<file path="src/rtl/uart_mmio.sv">
module uart_mmio #(
  parameter int BAUD_W = 10
) (
  input  logic        clk,
  input  logic        rst_n,
  input  logic [2:0]  bus_addr,
  input  logic        bus_we,
  input  logic        bus_re,
  input  logic [31:0] bus_wdata,
  output logic [31:0] bus_rdata,
  output logic        uart_txd,
  input  logic        uart_rxd,
  input  logic        cts_n,
  output logic        rts_n,
  output logic        irq_tx,
  output logic        irq_rx
);
  localparam int CNT_W = BAUD_W + 13;

  logic              en, sim, fc;
  logic [2:0]        prsc;
  logic [BAUD_W-1:0] baud;
  logic [4:0]        ien;

  wire sel_ctrl = (bus_addr == 3'd0);
  wire sel_data = (bus_addr == 3'd4);
  wire wr_ctrl  = bus_we & sel_ctrl;
  wire wr_data  = bus_we & sel_data;
  wire rd_data  = bus_re & sel_data;
  wire unused_wbits = ^{bus_wdata[31:27], bus_wdata[21:16]};

  logic [3:0] shamt;
  always_comb begin
    case (prsc)
      3'd0:    shamt = 4'd1;
      3'd1:    shamt = 4'd2;
      3'd2:    shamt = 4'd3;
      3'd3:    shamt = 4'd6;
      3'd4:    shamt = 4'd7;
      3'd5:    shamt = 4'd10;
      3'd6:    shamt = 4'd11;
      default: shamt = 4'd12;
    endcase
  end

  wire [CNT_W-1:0] period = (CNT_W'(baud) + CNT_W'(1)) << shamt;
  wire [CNT_W-1:0] half   = period >> 1;

  always_ff @(posedge clk or negedge rst_n) begin
    if (!rst_n) begin
      en <= 1'b0; sim <= 1'b0; fc <= 1'b0;
      prsc <= '0; baud <= '0; ien <= '0;
    end else if (wr_ctrl) begin
      en   <= bus_wdata[0];
      sim  <= bus_wdata[1];
      fc   <= bus_wdata[2];
      prsc <= bus_wdata[5:3];
      baud <= bus_wdata[6 +: BAUD_W];
      ien  <= bus_wdata[26:22];
    end
  end

  logic [1:0] cts_s;
  always_ff @(posedge clk or negedge rst_n) begin
    if (!rst_n) cts_s <= 2'b11;
    else        cts_s <= {cts_s[0], cts_n};
  end

  logic             tx_pend, tx_act;
  logic [7:0]       tx_buf;
  logic [9:0]       tx_sh;
  logic [3:0]       tx_bit;
  logic [CNT_W-1:0] tx_cnt;
  wire tx_busy = tx_pend | tx_act;

  always_ff @(posedge clk or negedge rst_n) begin
    if (!rst_n) begin
      tx_pend <= 1'b0; tx_act <= 1'b0; tx_buf <= '0;
      tx_sh <= '1; tx_bit <= '0; tx_cnt <= '0; irq_tx <= 1'b0;
    end else if (!en) begin
      tx_pend <= 1'b0; tx_act <= 1'b0; irq_tx <= 1'b0;
    end else begin
      irq_tx <= 1'b0;
      if (wr_data && !tx_busy) begin
        tx_pend <= 1'b1;
        tx_buf  <= bus_wdata[7:0];
      end
      if (tx_pend && !tx_act && !(fc && cts_s[1])) begin
        tx_pend <= 1'b0;
        tx_act  <= 1'b1;
        tx_sh   <= {1'b1, tx_buf, 1'b0};
        tx_bit  <= '0;
        tx_cnt  <= period - CNT_W'(1);
      end else if (tx_act) begin
        if (tx_cnt == '0) begin
          if (tx_bit == 4'd9) begin
            tx_act <= 1'b0;
            irq_tx <= ien[3] | ien[4];
          end else begin
            tx_bit <= tx_bit + 4'd1;
            tx_sh  <= {1'b1, tx_sh[9:1]};
            tx_cnt <= period - CNT_W'(1);
          end
        end else begin
          tx_cnt <= tx_cnt - CNT_W'(1);
        end
      end
    end
  end

  assign uart_txd = ~tx_act | tx_sh[0];

  logic [1:0]       rx_s;
  logic             rx_prev, rx_act, rx_valid, rx_ovr;
  logic [3:0]       rx_bit;
  logic [CNT_W-1:0] rx_cnt;
  logic [7:0]       rx_sh, rx_data;
  wire rx_in = rx_s[1];

  always_ff @(posedge clk or negedge rst_n) begin
    if (!rst_n) begin
      rx_s <= 2'b11; rx_prev <= 1'b1; rx_act <= 1'b0;
      rx_valid <= 1'b0; rx_ovr <= 1'b0; rx_bit <= '0;
      rx_cnt <= '0; rx_sh <= '0; rx_data <= '0;
    end else begin
      rx_s    <= {rx_s[0], uart_rxd};
      rx_prev <= rx_in;
      if (rd_data) begin
        rx_valid <= 1'b0;
        rx_ovr   <= 1'b0;
      end
      if (!en) begin
        rx_act <= 1'b0;
      end else if (!rx_act) begin
        if (rx_prev && !rx_in) begin
          rx_act <= 1'b1;
          rx_bit <= '0;
          rx_cnt <= half - CNT_W'(1);
        end
      end else if (rx_cnt != '0) begin
        rx_cnt <= rx_cnt - CNT_W'(1);
      end else begin
        case (rx_bit)
          4'd0: begin
            if (rx_in) rx_act <= 1'b0;
            else begin
              rx_bit <= 4'd1;
              rx_cnt <= period - CNT_W'(1);
            end
          end
          4'd9: begin
            rx_act <= 1'b0;
            if (rx_in) begin
              rx_data  <= rx_sh;
              rx_valid <= 1'b1;
              if (rx_valid && !rd_data) rx_ovr <= 1'b1;
            end
          end
          default: begin
            rx_sh  <= {rx_in, rx_sh[7:1]};
            rx_bit <= rx_bit + 4'd1;
            rx_cnt <= period - CNT_W'(1);
          end
        endcase
      end
    end
  end

  assign rts_n  = fc & rx_valid;
  assign irq_rx = rx_valid & (|ien[2:0]);

  logic [31:0] ctrl_word;
  always_comb begin
    ctrl_word = '0;
    ctrl_word[0] = en;
    ctrl_word[1] = sim;
    ctrl_word[2] = fc;
    ctrl_word[5:3] = prsc;
    ctrl_word[6 +: BAUD_W] = baud;
    ctrl_word[18:16] = {3{rx_valid}};
    ctrl_word[21:19] = {3{tx_busy}};
    ctrl_word[26:22] = ien;
    ctrl_word[30] = rx_ovr;
    ctrl_word[31] = tx_busy;
  end

  assign bus_rdata = sel_ctrl ? ctrl_word :
                     sel_data ? {15'd0, rx_valid, 8'd0, rx_data} : 32'd0;

  AST_START_LOW: assert property (@(posedge clk) disable iff (!rst_n)
    $rose(tx_act) |-> !uart_txd);
  AST_BUSY_SET: assert property (@(posedge clk) disable iff (!rst_n)
    (wr_data && en && !tx_busy) |=> tx_busy);
  AST_IRQ_TX_ONE: assert property (@(posedge clk) disable iff (!rst_n)
    irq_tx |=> !irq_tx);
  AST_DIS_IDLE: assert property (@(posedge clk) disable iff (!rst_n)
    !en |=> uart_txd);
  AST_RD_CLEAR: assert property (@(posedge clk) disable iff (!rst_n)
    (rd_data && !rx_act) |=> !rx_valid);
  AST_OVR_CAUSE: assert property (@(posedge clk) disable iff (!rst_n)
    $rose(rx_ovr) |-> $past(rx_valid));
  AST_CTS_HOLD: assert property (@(posedge clk) disable iff (!rst_n)
    (fc && cts_s[1] && !tx_act) |=> !tx_act);
endmodule

</file>
<file path="config.mk">
export PLATFORM = sky130hd
export DESIGN_NAME = uart_mmio
export DESIGN_NICKNAME = d
export VERILOG_FILES = /design/src/rtl/uart_mmio.sv
export SDC_FILE = /design/constraint.sdc
export NUM_CORES = 1
export LEC_CHECK = 0
export ABC_AREA = 0
export BUFFER_PORTS_ARGS = -buffer_cell sky130_fd_sc_hd__buf_2
export CAP_MARGIN = 10
export CORE_MARGIN = 2
export CORE_UTILIZATION = 55
export DETAILED_ROUTE_END_ITERATION = 6
export GPL_ROUTABILITY_DRIVEN = 0
export PLACE_DENSITY = 0.75
export REMOVE_ABC_BUFFERS = 1
export SLEW_MARGIN = 40
export SYNTH_ARGS = -nofsm -noshare
export SYNTH_HDL_FRONTEND = slang
export SYNTH_SLANG_ARGS = --single-unit
</file>
<file path="constraint.sdc">
create_clock -name clk -period 4.27 [get_ports clk]
set_input_delay 0.427 -clock clk [delete_from_list [all_inputs] [get_ports clk]]
set_output_delay 0.427 -clock clk [all_outputs]
set_load 0.03 [all_outputs]
</file>
==> impl_results.html <==
<table>
<tr><th>Metric</th><th>Value</th></tr>
<tr><th colspan="2">Pwr</th></tr>
<tr><td>Power Density</td><td>541 nW/um^2</td></tr>
<tr><td>Leakage power total</td><td>3.86 nW</td></tr>
<tr><td>Switching share of total power</td><td>39.6%</td></tr>
<tr><td>Fraction of power consumed by the clock network</td><td>28.1%</td></tr>
<tr><td>Final Power</td><td>5.01 mW</td></tr>
<tr><td>Combinational cell fraction of total power</td><td>37.8%</td></tr>
<tr><td>Sequential fraction of design power</td><td>34.1%</td></tr>
<tr><td>Total internal power</td><td>3.03 mW</td></tr>
<tr><td>Max rail drop VDD</td><td>0.392 mV</td></tr>
<tr><td>Net switching power</td><td>1.98 mW</td></tr>
<tr><th colspan="2">Routing</th></tr>
<tr><td>Final wirelength</td><td>21.7 mm</td></tr>
<tr><td>Avg Vias per Cell</td><td>6.24</td></tr>
<tr><td>Count of nets left with antenna violations after detail routing</td><td>0</td></tr>
<tr><td>Initial DRC Count</td><td>779</td></tr>
<tr><td>Overall via count from detail_route</td><td>7,456</td></tr>
<tr><td>Post-DR wirelength/cell</td><td>18.2 um</td></tr>
<tr><td>Number of remaining DRC errors</td><td>0</td></tr>
<tr><td>TritonRoute pass-1 iters</td><td>6</td></tr>
<tr><th colspan="2">Global routing</th></tr>
<tr><td>Largest net degree at the start of global routing</td><td>47</td></tr>
<tr><td>Global-route total usage across every layer</td><td>27.9%</td></tr>
<tr><td>Number of global-route vias before repair</td><td>6,920</td></tr>
<tr><td>Remaining global-route overflow</td><td>0</td></tr>
<tr><td>First-pass GRT wire length</td><td>35.8 mm</td></tr>
<tr><td>Number of antenna violations at the first check in global routing</td><td>0</td></tr>
<tr><th colspan="2">Logic synthesis</th></tr>
<tr><td>Async set-or-reset flop fraction in the synthesized netlist</td><td>100%</td></tr>
<tr><td>Synthesized-area fraction occupied by and/or/nand/nor cells</td><td>23.6%</td></tr>
<tr><td>Seq/Total Area, Yosys</td><td>36.4%</td></tr>
<tr><td>Most used standard cell by instance count after synthesis</td><td>nand2_1</td></tr>
<tr><td>Number of cells produced by synthesis</td><td>951</td></tr>
<tr><td>Synth Warn #</td><td>0</td></tr>
<tr><td>Multiplexer share of the synthesized area</td><td>6.90%</td></tr>
<tr><td>Number of synthesized register bits</td><td>119</td></tr>
<tr><td>Synth Cell Area</td><td>8230 um^2</td></tr>
<tr><td>Top_reg_cell synth</td><td>dfrtp_1</td></tr>
<tr><td>Synthesized-area fraction occupied by xor and xnor cells</td><td>4.96%</td></tr>
<tr><td>Largest family of logic cells by synthesized area</td><td>simple AND/OR/NAND/NOR gates</td></tr>
<tr><td>Share of the synthesized area in the top cell type</td><td>31.9%</td></tr>
<tr><td>Number of enable flip-flop cells after synthesis</td><td>0</td></tr>
<tr><td>Most common library cells after synthesis</td><td>109 x nand2_1, 105 x dfrtp_1, 91 x nor2_1</td></tr>
<tr><td>Number of unique standard cell types used by synthesis</td><td>96</td></tr>
<tr><td>Area fraction in compound gates after synthesis</td><td>21.7%</td></tr>
<tr><td>Cell type with the highest aggregate area in the netlist</td><td>dfrtp_1</td></tr>
<tr><td>Largest cells by area after synthesis</td><td>dfrtp_1 32%, mux2_2 6.0%, nand2_1 5.0%</td></tr>
<tr><td>Mean instance size in the synthesized netlist</td><td>8.65 um^2</td></tr>
<tr><td>Adder-cell share of the synthesized area</td><td>1.67%</td></tr>
<tr><th colspan="2">Setup path</th></tr>
<tr><td>Kind of end point of the critical path</td><td>flop</td></tr>
<tr><td>Kind of critical path</td><td>flop to flop</td></tr>
<tr><td>Slowest cell on crit path</td><td>dfrtp_1</td></tr>
<tr><td>Critical path data arrival time</td><td>4190 ps</td></tr>
<tr><td>Cell type with the highest occurrence count on the critical path</td><td>nand3_1</td></tr>
<tr><td>Peak fanout along the critical path</td><td>9</td></tr>
<tr><td>Largest stage delay, worst path</td><td>510 ps</td></tr>
<tr><td>Worst-case register-to-register setup slack</td><td>380 ps</td></tr>
<tr><td>Worst EP required</td><td>4570 ps</td></tr>
<tr><td>Crit path max-delay family</td><td>simple AND/OR/NAND/NOR gates</td></tr>
<tr><td>Startpoint class of the critical path</td><td>flop</td></tr>
<tr><td>Worst path cell trace</td><td>ha_1 &gt; nand3_1 &gt; xnor2_2 &gt; a2111oi_0 &gt; a211oi_2 &gt; nor2b_1 &gt; nand3_1 &gt; or3_1 &gt; xnor2_1 &gt; o21ai_1 &gt; a31o_1</td></tr>
<tr><td>Count of buffer and inverter cells on the critical path</td><td>0</td></tr>
<tr><th colspan="2">Timing</th></tr>
<tr><td>Clock Skew</td><td>12.3 ps</td></tr>
<tr><td>Minimum clock period</td><td>3890 ps</td></tr>
<tr><td>Finish-stage setup viols</td><td>0</td></tr>
<tr><td>Worst max-slew margin expressed relative to the limit</td><td>46.9%</td></tr>
<tr><td>Final cycle utilization of the critical path</td><td>91.0%</td></tr>
<tr><td>Final hold viol count</td><td>0</td></tr>
<tr><td>RSZ-0062 raised after global routing</td><td>no</td></tr>
<tr><td>Fmax achieved</td><td>257 MHz</td></tr>
<tr><td>Worst-Margin Slew</td><td>794 ps</td></tr>
<tr><td>Number of max-slew violations in the final report</td><td>0</td></tr>
<tr><td>Setup TNS after final layout</td><td>0 ps</td></tr>
<tr><th colspan="2">Clock tree</th></tr>
<tr><td>Clock root buffer</td><td>clkbuf_16</td></tr>
<tr><td>H-Tree Depth</td><td>4</td></tr>
<tr><td>Number of resized instances in the post-cts repair step</td><td>0</td></tr>
<tr><td>Post-CTS repair timing setup buffer count</td><td>0</td></tr>
<tr><td>Number of buffers added to fix hold violations after cts</td><td>0</td></tr>
<tr><td>CTS sink count</td><td>119</td></tr>
<tr><td>CTS tree</td><td>yes</td></tr>
<tr><td>Clock-pin slew on the worst setup and hold paths</td><td>50 ps</td></tr>
<tr><td>Maximum count of clock buffers along a single path</td><td>2</td></tr>
<tr><td>Clock buffer count from CTS</td><td>17</td></tr>
<tr><td>Later-pin clock latency in the skew report</td><td>420 ps</td></tr>
<tr><th colspan="2">Floorplanning</th></tr>
<tr><td>Die ar.</td><td>16,000 um^2</td></tr>
<tr><td>Site row count</td><td>44</td></tr>
<tr><td>Number of primary I/O pins</td><td>77</td></tr>
<tr><td>Chip Width</td><td>126 um</td></tr>
<tr><td>Initial cell density of the core</td><td>56.4%</td></tr>
<tr><td>Height of the chip</td><td>126 um</td></tr>
<tr><td>Core area</td><td>14,600 um^2</td></tr>
<tr><th colspan="2">Placed design</th></tr>
<tr><td>HPWL Detailed</td><td>15.3 mm</td></tr>
<tr><td>IO buf count</td><td>62</td></tr>
<tr><th colspan="2">Min path</th></tr>
<tr><td>Hold crit path type</td><td>primary input to asynchronous set/reset pin</td></tr>
<tr><th colspan="2">Status</th></tr>
<tr><td>Result of the run</td><td>completed</td></tr>
<tr><th colspan="2">Final layout</th></tr>
<tr><td>Post-layout net count</td><td>1,049</td></tr>
<tr><td>Inserted Diodes</td><td>0</td></tr>
<tr><td>Share of layout cells above drive strength 1</td><td>21.6%</td></tr>
<tr><td>Filler cells</td><td>1,239</td></tr>
<tr><td>Area Overhead vs Synth</td><td>12.5%</td></tr>
<tr><th colspan="2">Flow run</th></tr>
<tr><td>Max capacitance violation total</td><td>0</td></tr>
</table>
-- flip-flops by register name, indices dropped and copies added, names as in the netlist, 3 cells and up --
signal	cells
rx_sh	8
prsc	3
rx_bit	4
tx_cnt	23
rx_cnt	23
tx_bit	4
tx_sh	9
rx_data	8
baud	10
tx_buf	8
ien	5
-- cell usage in the layout, fill, tap and decap left out, drive strengths merged, types with 9 or more instances in the layout --
master,n
xnor2,28
a22o,12
xor2,16
o21ai,62
nand3,27
nand2,111
o22ai,11
nor2b,14
nand4,9
nor3,36
a21oi,54
nor2,91
inv,19
a211oi,9
dfstp,14
or3,13
a31oi,15
and2,24
clkbuf,24
dfrtp,105
o211ai,14
ha,11
buf,89
o221ai,10
nor4,13
mux2,44
-- area by class of cell --
class                      count  area, um^2  area share, %
clock buffer                  24         482           5.20
sequential                   119        3000           32.3
clock inverter                 8        98.8           1.07
tap                          184         230           2.49
multi-input combinational    749        4860           52.5
inverter                      21        78.8          0.851
timing repair buffer          89         515           5.57
-- path summary, 6_finish.rpt --
check,cells past startpoint,from,end
setup / recovery,11,baud[1],rx_cnt[16]
hold / removal,1,rst_n,baud[4]
setup reg to reg,11,baud[1],rx_cnt[16]
hold reg to reg,0,cts_s[0],cts_s[1]
max in group asynchronous,2,rst_n,tx_sh[0]
min in group clk,1,cts_n,cts_s[0]
-- through the flow --
stage               hold WS [ps]  utilization (%)  setup slack (ps)  std cells  instance area, um^2
floorplan                    131                -               519        889                 7930
global placement             346             59.5               506       1162                 8680
detailed placement           347             59.5               450       1162                 8680
CTS                         30.5             63.5               445       1194                 9260
global route                42.7             63.5              91.4       1194                 9260
finish                     0.211             63.5               384       1194                 9260
-- power groups by stage --
| stage | combinational [mW] | sequential, mW | clock (mW) |
|---|---|---|---|
| after detailed placement | 1.85 | 1.70 | 0 |
| after global routing | 2.08 | 1.75 | 1.48 |
| after floorplan | 1.34 | 1.66 | 0 |
| final | 1.89 | 1.71 | 1.41 |
| after global placement | 1.82 | 1.70 | 0 |
| after CTS | 1.86 | 1.70 | 1.43 |
-- kinds of logic after synthesis --
family                     count (synthesis)
other                                      2
xor gates and xnor gates                  44
muxes                                     50
adders and majority gates                 11
and+or+nand+nor                          384
buffers and inverters                     85
DFF                                      119
AOI/OAI and AO/OA                        256
-- routing by layer --
metal	GRT usage [%]	vias up	part of all wire [%]
li1	-	3548	-
met1	38.7	3537	44
met2	43.0	325	47
met3	6.33	46	7.3
met4	10.4	0	1.9
met5	0	-	0
-- worst reg2reg max path, cell delays in order (launching register included) --
cell	delay [ps]
dfrtp_1	510
ha_1	420
nand3_1	180
xnor2_2	410
a2111oi_0	230
a211oi_2	410
nor2b_1	220
nand3_1	300
or3_1	440
xnor2_1	330
o21ai_1	120
a31o_1	190
Note: power is estimated with default switching activity, not from simulation.
